**src/rtl/mcp_pkg.sv**
```systemverilog
package mcp_pkg;

   localparam int OPC_W = 3;

   localparam logic [OPC_W-1:0] OPC_MOV  = 3'b000;
   localparam logic [OPC_W-1:0] OPC_MOVI = 3'b001;
   localparam logic [OPC_W-1:0] OPC_ADD  = 3'b010;
   localparam logic [OPC_W-1:0] OPC_SUB  = 3'b011;
   localparam logic [OPC_W-1:0] OPC_AND  = 3'b100;
   localparam logic [OPC_W-1:0] OPC_OR   = 3'b101;

   typedef enum logic [1:0] {
      ALU_ADD = 2'b00,
      ALU_SUB = 2'b01,
      ALU_AND = 2'b10,
      ALU_OR  = 2'b11
   } alu_sel_e;

   // per-step control word, shared between decoder, counter and datapath
   typedef struct packed {
      logic     din_drv;
      logic     g_drv;
      logic     a_ld;
      logic     g_ld;
      alu_sel_e alu;
      logic     clr;
      logic     done;
   } ctrl_t;

endpackage

```
**src/rtl/mcp_step_ctr.sv**
```systemverilog
module mcp_step_ctr #(
   parameter  int STEPS = 4,
   localparam int SW    = $clog2(STEPS)
) (
   input  logic          clk,
   input  logic          rst_n,
   input  logic          run,
   input  logic          clr,
   output logic [SW-1:0] step
);

   generate
      if (STEPS < 4) begin : g_bad_steps
         $error("mcp_step_ctr: STEPS must be at least 4");
      end
   endgenerate

   always_ff @(posedge clk) begin
      if (!rst_n || clr)
         step <= '0;
      else if (run)
         step <= step + SW'(1);
   end


   hold_step_chk: assert property (@(posedge clk) disable iff (!rst_n)
      (!run && !clr) |=> $stable(step));


   clear_step_chk: assert property (@(posedge clk) disable iff (!rst_n)
      clr |=> (step == '0));

endmodule

```
**src/rtl/mcp_ctrl.sv**
```systemverilog
module mcp_ctrl
   import mcp_pkg::*;
#(
   parameter  int NREG  = 8,
   parameter  int SW    = 2,
   localparam int SEL_W = $clog2(NREG),
   localparam int IR_W  = OPC_W + 2*SEL_W
) (
   input  logic            clk,
   input  logic            rst_n,
   input  logic            run,
   input  logic [IR_W-1:0] din_ir,
   input  logic [SW-1:0]   step,
   output ctrl_t           ctl,
   output logic [NREG-1:0] rd_sel,
   output logic [NREG-1:0] wr_sel
);

   localparam logic [SW-1:0] S_FETCH = SW'(0);
   localparam logic [SW-1:0] S_ONE   = SW'(1);
   localparam logic [SW-1:0] S_TWO   = SW'(2);
   localparam logic [SW-1:0] S_THREE = SW'(3);

   logic [IR_W-1:0]  ir_q;
   logic             ir_ld;
   logic [OPC_W-1:0] opc;
   logic [SEL_W-1:0] fx, fy;
   logic [NREG-1:0]  x_oh, y_oh;
   logic             is_move;
   alu_sel_e         alu_pick;

   assign opc  = ir_q[IR_W-1 -: OPC_W];
   assign fx   = ir_q[2*SEL_W-1 -: SEL_W];
   assign fy   = ir_q[SEL_W-1:0];
   assign x_oh = NREG'(1) << fx;
   assign y_oh = NREG'(1) << fy;
   assign is_move = (opc == OPC_MOV) || (opc == OPC_MOVI);

   always_comb begin
      case (opc)
         OPC_ADD: alu_pick = ALU_ADD;
         OPC_SUB: alu_pick = ALU_SUB;
         OPC_OR:  alu_pick = ALU_OR;
         default: alu_pick = ALU_AND;
      endcase
   end

   always_comb begin
      ctl    = '0;
      ir_ld  = 1'b0;
      rd_sel = '0;
      wr_sel = '0;
      if (!rst_n) begin
         ir_ld   = 1'b1;
         ctl.clr = 1'b1;
      end else if (run) begin
         case (step)
            S_FETCH: ir_ld = 1'b1;
            S_ONE: begin
               if (opc == OPC_MOV) begin
                  rd_sel   = y_oh;
                  wr_sel   = x_oh;
                  ctl.done = 1'b1;
                  ctl.clr  = 1'b1;
               end else if (opc == OPC_MOVI) begin
                  ctl.din_drv = 1'b1;
                  wr_sel      = x_oh;
                  ctl.done    = 1'b1;
                  ctl.clr     = 1'b1;
               end else begin
                  rd_sel   = y_oh;
                  ctl.a_ld = 1'b1;
               end
            end
            S_TWO: begin
               if (is_move) begin
                  ctl.clr = 1'b1;
               end else begin
                  rd_sel   = x_oh;
                  ctl.g_ld = 1'b1;
                  ctl.alu  = alu_pick;
               end
            end
            S_THREE: begin
               if (is_move) begin
                  ctl.clr = 1'b1;
               end else begin
                  ctl.g_drv = 1'b1;
                  wr_sel    = x_oh;
                  ctl.done  = 1'b1;
                  ctl.clr   = 1'b1;
               end
            end
            default: ctl.clr = 1'b1;
         endcase
      end
   end

   always_ff @(posedge clk) begin
      if (ir_ld)
         ir_q <= din_ir;
   end


   ir_fetch_chk: assert property (@(posedge clk) disable iff (!rst_n)
      (run && step == S_FETCH) |=> (ir_q == $past(din_ir)));


   ir_hold_chk: assert property (@(posedge clk) disable iff (!rst_n)
      (!run) |=> $stable(ir_q));

endmodule

```
**src/rtl/mcp_alu.sv**
```systemverilog
module mcp_alu
   import mcp_pkg::*;
#(
   parameter int DATA_W        = 16,
   parameter bit ADDSUB_SHARED = 1'b1
) (
   input  alu_sel_e          sel,
   input  logic [DATA_W-1:0] a,
   input  logic [DATA_W-1:0] b,
   output logic [DATA_W-1:0] y
);

   logic [DATA_W-1:0] arith;

   generate
      if (ADDSUB_SHARED) begin : g_shared
         logic              sub;
         logic [DATA_W-1:0] b_eff;
         assign sub   = (sel == ALU_SUB);
         assign b_eff = sub ? ~b : b;
         assign arith = a + b_eff + DATA_W'(sub);
      end else begin : g_split
         logic [DATA_W-1:0] sum, dif;
         assign sum   = a + b;
         assign dif   = a - b;
         assign arith = (sel == ALU_SUB) ? dif : sum;
      end
   endgenerate

   always_comb begin
      case (sel)
         ALU_AND: y = a & b;
         ALU_OR:  y = a | b;
         default: y = arith;
      endcase
   end

endmodule

```
**src/rtl/mcp_datapath.sv**
```systemverilog
module mcp_datapath
   import mcp_pkg::*;
#(
   parameter int DATA_W        = 16,
   parameter int NREG          = 8,
   parameter bit ADDSUB_SHARED = 1'b1
) (
   input  logic                   clk,
   input  logic                   rst_n,
   input  logic [DATA_W-1:0]      din,
   input  logic                   din_drv,
   input  logic                   g_drv,
   input  logic                   a_ld,
   input  logic                   g_ld,
   input  alu_sel_e               alu,
   input  logic [NREG-1:0]        rd_sel,
   input  logic [NREG-1:0]        wr_sel,
   output logic [DATA_W-1:0]      bus,
   output logic [NREG*DATA_W-1:0] reg_flat
);

   logic [DATA_W-1:0] rf [NREG];
   logic [DATA_W-1:0] reg_or;
   logic [DATA_W-1:0] a_q, g_q, alu_y;

   generate
      for (genvar i = 0; i < NREG; i++) begin : g_reg
         always_ff @(posedge clk) begin
            if (!rst_n)
               rf[i] <= '0;
            else if (wr_sel[i])
               rf[i] <= bus;
         end
         assign reg_flat[i*DATA_W +: DATA_W] = rf[i];
      end
   endgenerate

   always_comb begin
      reg_or = '0;
      for (int i = 0; i < NREG; i++)
         if (rd_sel[i]) reg_or = reg_or | rf[i];
   end

   // fixed priority: external data, then result latch, then registers
   always_comb begin
      if (din_drv)    bus = din;
      else if (g_drv) bus = g_q;
      else            bus = reg_or;
   end

   always_ff @(posedge clk) begin
      if (!rst_n) begin
         a_q <= '0;
         g_q <= '0;
      end else begin
         if (a_ld) a_q <= bus;
         if (g_ld) g_q <= alu_y;
      end
   end

   mcp_alu #(.DATA_W(DATA_W), .ADDSUB_SHARED(ADDSUB_SHARED)) alu_i (
      .sel (alu),
      .a   (a_q),
      .b   (bus),
      .y   (alu_y)
   );


   a_latch_chk: assert property (@(posedge clk) disable iff (!rst_n)
      a_ld |=> (a_q == $past(bus)));


   add_res_chk: assert property (@(posedge clk) disable iff (!rst_n)
      (g_ld && alu == ALU_ADD) |=> (g_q == DATA_W'($past(a_q) + $past(bus))));


   sub_res_chk: assert property (@(posedge clk) disable iff (!rst_n)
      (g_ld && alu == ALU_SUB) |=> (g_q == DATA_W'($past(a_q) - $past(bus))));


   regs_hold_chk: assert property (@(posedge clk) disable iff (!rst_n)
      (wr_sel == '0) |=> $stable(reg_flat));

endmodule

```
**src/rtl/mcp_cpu.sv**
```systemverilog
module mcp_cpu
   import mcp_pkg::*;
#(
   parameter  int DATA_W        = 16,
   parameter  int NREG          = 8,
   parameter  int STEPS         = 4,
   parameter  bit ADDSUB_SHARED = 1'b1,
   localparam int SEL_W         = $clog2(NREG),
   localparam int IR_W          = OPC_W + 2*SEL_W,
   localparam int SW            = $clog2(STEPS)
) (
   input  logic                   clk,
   input  logic                   rst_n,
   input  logic                   run,
   input  logic [DATA_W-1:0]      din,
   output logic                   done,
   output logic [DATA_W-1:0]      bus_o,
   output logic [NREG*DATA_W-1:0] reg_view
);

   generate
      if ((1 << SEL_W) != NREG || NREG < 2) begin : g_bad_nreg
         $error("mcp_cpu: NREG must be a power of two, at least 2");
      end
      if (IR_W > DATA_W) begin : g_bad_ir
         $error("mcp_cpu: instruction word wider than data input");
      end
   endgenerate

   ctrl_t           ctl;
   logic [SW-1:0]   step;
   logic [NREG-1:0] rd_sel, wr_sel;

   mcp_step_ctr #(.STEPS(STEPS)) step_i (
      .clk  (clk),
      .rst_n(rst_n),
      .run  (run),
      .clr  (ctl.clr),
      .step (step)
   );

   mcp_ctrl #(.NREG(NREG), .SW(SW)) ctrl_i (
      .clk   (clk),
      .rst_n (rst_n),
      .run   (run),
      .din_ir(din[IR_W-1:0]),
      .step  (step),
      .ctl   (ctl),
      .rd_sel(rd_sel),
      .wr_sel(wr_sel)
   );

   mcp_datapath #(.DATA_W(DATA_W), .NREG(NREG), .ADDSUB_SHARED(ADDSUB_SHARED)) dp_i (
      .clk     (clk),
      .rst_n   (rst_n),
      .din     (din),
      .din_drv (ctl.din_drv),
      .g_drv   (ctl.g_drv),
      .a_ld    (ctl.a_ld),
      .g_ld    (ctl.g_ld),
      .alu     (ctl.alu),
      .rd_sel  (rd_sel),
      .wr_sel  (wr_sel),
      .bus     (bus_o),
      .reg_flat(reg_view)
   );

   assign done = ctl.done;


   done_refetch_chk: assert property (@(posedge clk) disable iff (!rst_n)
      done |=> (step == '0));


   single_write_chk: assert property (@(posedge clk) disable iff (!rst_n)
      $onehot0(wr_sel));

endmodule

```
**config.mk**
```make
export PLATFORM = sky130hd
export DESIGN_NAME = mcp_cpu
export DESIGN_NICKNAME = d
export VERILOG_FILES = /design/src/rtl/mcp_pkg.sv /design/src/rtl/mcp_step_ctr.sv /design/src/rtl/mcp_ctrl.sv /design/src/rtl/mcp_alu.sv /design/src/rtl/mcp_datapath.sv /design/src/rtl/mcp_cpu.sv
export SDC_FILE = /design/constraint.sdc
export NUM_CORES = 1
export LEC_CHECK = 0
export ABC_CLOCK_PERIOD_IN_PS = 5300
export CORE_MARGIN = 10
export CORE_UTILIZATION = 35
export DETAILED_ROUTE_END_ITERATION = 16
export PLACE_DENSITY_LB_ADDON = 0.12
export SETUP_SLACK_MARGIN = 0.5
export SLEW_MARGIN = 0
export SYNTH_ARGS = -nofsm -noshare
export SYNTH_HDL_FRONTEND = slang
export SYNTH_SLANG_ARGS = --single-unit
```
**constraint.sdc**
```tcl
create_clock -name clk -period 5.3 [get_ports clk]
set_clock_uncertainty 0.2 [all_clocks]
set_input_delay 0.795 -clock clk [delete_from_list [all_inputs] [get_ports clk]]
set_output_delay 0.795 -clock clk [all_outputs]
set_load 0.05 [all_outputs]
```
==> results by stage <==
Clocking:
- The clock tree buffer depth is 2.
- The clock insertion delay at the later pin of the skew report is 440 ps.
- Clock tree synthesis inserted a total of 17 buffers.
- The library cell used as clock root buffer is clkbuf_16.
- In this run, post-CTS hold repair placed 0 buffers.
- The clock slew seen by the registers of the worst setup and hold paths is roughly 80 ps.
- The H-tree generated during clock tree synthesis spans 4 levels.
- TritonCTS built the clock tree.
- The clock sink total is 171.

Yosys:
- After synthesis, the share of flip-flops with an asynchronous set or reset is 0%.
- The commonest cells after synthesis are nor2_1 (174), edfxtp_1 (137), clkbuf_1 (50).
- The library cell occupying the most area in the post-synthesis netlist is edfxtp_1.
- The fraction of synthesized cell area taken by the top area cell type is a little under half.
- The net count of the mapped netlist is 877.
- The synthesized area per cell is 10.4 um2.
- After synthesis the netlist holds a flip-flop and latch count of roughly 170.
- The number of warnings printed during yosys synthesis is 0.
- The synthesized cell area is approximately 0.0087 mm2.
- In this run, distinct cell masters in the synthesized netlist total 70.
- Ranked by total cell area, the synthesized netlist is headed by edfxtp_1 (47%), dfxtp_1 (7.8%), nor2_1 (7.5%), a22oi_1 (4.0%), ha_1 (2.7%).
- The cell with the most instances after synthesis is nor2_1.
- Synthesis produced a netlist whose cell count is 838.
- The most used flip-flop cell after synthesis is edfxtp_1.
- The sequential-to-total area share from yosys stat is 55.0%.
- Counting flops with a built-in enable in the synthesized netlist gives 137.

Route:
- The average wire per standard cell is between 20 and 25 um.
- The ratio of routed vias to standard cells is 5.63.
- Before antenna repair, the detailed router went through 5 iterations.
- After detailed routing, the total wire length is 33600 um.
- The remaining design rule violation count is 0.
- The detailed router's first-iteration violation count is 789.
- The count of nets left with antenna violations once routing finished came out at 0.
- The routed layout has 7613 vias.

Floorplanning:
- The initial cell density of the core is 35.7%.
- The floorplan step set the die width to 178 um.
- The full die area is 0.0316 mm2.
- The number of top-level pins is approximately 160.
- Measured along the y axis, the die boundary spans between 150 and 200 um.
- The core outline area is 0.0244 mm2.
- The floorplan has 57 rows.

Global routing:
- The first-pass GRT wire length is 48400 um.
- The number of antenna violations at the first check in global routing came to 0.
- The number of global-route vias before repair is 7354.
- The global-route usage over all layers is about a fifth.
- Summed over all layers, the global routing overflow is 0.
- The maximum number of pins on one net before global-route repair is 33.

Setup path:
- The endpoint class of the critical path is a flip-flop.
- The critical path is of the flip-flop to flip-flop type.
- For the worst setup path, the data arrival time is 4760 ps.
- The required arrival time at the worst endpoint is around 5500 ps.
- STA classifies the critical path startpoint as a flip-flop.
- Of all nets on the critical path, the largest fanout is 13.

Timing:
- The final worst-path cycle share is 86.8%.
- The worst pin sits at a relative slew slack of approximately 23%.
- The total setup violations reported at the end of the flow is 0.
- At the pin with the least slew margin, the transition time is between 1000 and 1500 ps.
- The smallest clock period supported by the final layout is computed as between 4000 and 5000 ps.
- The hold violation count in the final report is 0.
- The final number of max-transition violations is 0.
- Setup repair after global routing left no endpoint under its margin.
- The final worst-path setup slack is 701 ps.
- The aggregate negative setup slack is 0 ps.
- Timing would allow up to 217 MHz.

Final layout:
- The area growth from synthesis to layout is 36.8%.
- The filler cells instantiated in the layout total 2214.
- The number of antenna diodes in the final layout is 0.
- After routing the design area is 0.0119 mm2.
- For this run, the post-layout net count is 1055.
- The share of post-route cells with drive strength above 1 is between 15 and 20%.
- The number of standard cells in the final layout excluding fillers is roughly 1400.

Placement:
- Once placement completed, the tool counted placed cells totaling 1313.
- The HPWL after detailed placement is ~24000 um.
- The post-detailed-placement cell area is ~0.011 mm2.
- The post-placement setup slack is 141 ps.
- At the end of routability-driven placement, the weighted congestion stood at roughly 0.97.
- Input and output buffers added on the ports amount to 163.

Pwr:
- Across the VDD grid, the largest voltage drop is between 0.15 and 0.2 mV.
- The analysis attributes to cell leakage a power of 4.27 nW.
- The ratio of total power to cell area is 270 mW/mm2.

Job:
- The number of violations of the max-capacitance limit is 0.

Worst hold path:
- The worst min-delay path category is flip-flop to flip-flop.

Status:
- The flow ran to the end, and the final reports show no timing, DRC or antenna violations.
[layer usage]
layer	global-route usage, %	up-vias	part of all wire, %
li1	-	3453	-
met1	27.0	3717	40
met2	34.0	403	48
met3	4.99	40	9.8
met4	5.24	0	1.9
met5	0	-	0
[cell type report]
| cell class | instances | area (um2) | area share, % |
|---|---|---|---|
| clock inverter | 15 | 183 | 1.53 |
| clock buffer | 17 | 425 | 3.57 |
| multi-input combinational | 579 | 3770 | 31.6 |
| inverter | 24 | 90.1 | 0.755 |
| sequential | 171 | 4800 | 40.2 |
| timing repair buffer | 223 | 2250 | 18.9 |
| tap | 324 | 405 | 3.40 |
[critical path, stage by stage, from the launching register on]
cell and delay [ps]:
edfxtp_1 470, or3b_4 480, a32oi_4 310, nor2_1 100, buf_4 220, a22oi_1 210, nand3_1 80, a221oi_1 430
o21a_1 200, xnor2_1 120, ha_1 270, inv_1 110, nor2_1 70, a31oi_1 280, and2_4 230, a41oi_2 100
or4_1 470, a31oi_1 160
[what timing repair did]
| action | CTS | global route |
|---|---|---|
| pin swaps | 0 | 6 |
| gates resized for setup | 3 | 33 |
| gates cloned | 0 | 0 |
| buffers inserted | 2 | 6 |
| endpoints found under the setup margin | 2 | 7 |
[sequential cells by signal, summed over array words and instances (netlist names)]
signal,count
dp_i.rf,128
dp_i.a_q,16
dp_i.g_q,16
ctrl_i.ir_q,9
step_i.step,2
[where the power goes]
| group | switching (mW) | internal (mW) | leakage [nW] |
|---|---|---|---|
| logic | 0.272 | 0.127 | 2.28 |
| registers | 0.0468 | 1.49 | 1.69 |
| clock network | 0.639 | 0.645 | 0.297 |
[placed cells by master (no fill, tap or decap), types with 18 or more instances in the layout]
master / n
nor2_1: 171
clkdlybuf4s50_1: 145
edfxtp_1: 137
buf_4: 59
a22oi_1: 47
nand2_1: 40
a21oi_1: 35
dfxtp_1: 32
nand3_1: 31
xnor2_1: 23
inv_1: 19
a211oi_1: 18
[final timing paths]
check | start | to | slack [ps] | cells after the start
max | ctrl_i.ir_q[8]$_DFFE_PP_ | dp_i.g_q[15]$_SDFFE_PN0P_ | 700 | 17
min | dp_i.g_q[4]$_SDFFE_PN0P_ | dp_i.g_q[4]$_SDFFE_PN0P_ | 280 | 2
max reg2reg | ctrl_i.ir_q[8]$_DFFE_PP_ | dp_i.g_q[15]$_SDFFE_PN0P_ | 700 | 17
min reg2reg | dp_i.g_q[4]$_SDFFE_PN0P_ | dp_i.g_q[4]$_SDFFE_PN0P_ | 280 | 2
[logic make-up after synthesis]
logic type	Yosys count	synth area share, %
DFF	171	55.0
xor gates and xnor gates	28	2.81
AOI/OAI and AO/OA	210	17.3
and+or+nand+nor	301	15.5
adders and majority gates	33	4.46
buffers and inverters	88	4.08
muxes	7	0.876
[metrics by stage]
stage | total power [mW] | hold WS [ps] | util (%)
floorplan | 1.79 | 234 | -
global placement | 1.96 | 266 | 45.5
detailed placement | 1.95 | 274 | 45.5
CTS | 3.22 | 285 | 48.1
global route | 3.32 | 312 | 48.9
finish | 3.22 | 279 | 48.9
No activity file was read; power rests on OpenSTA's default activity.
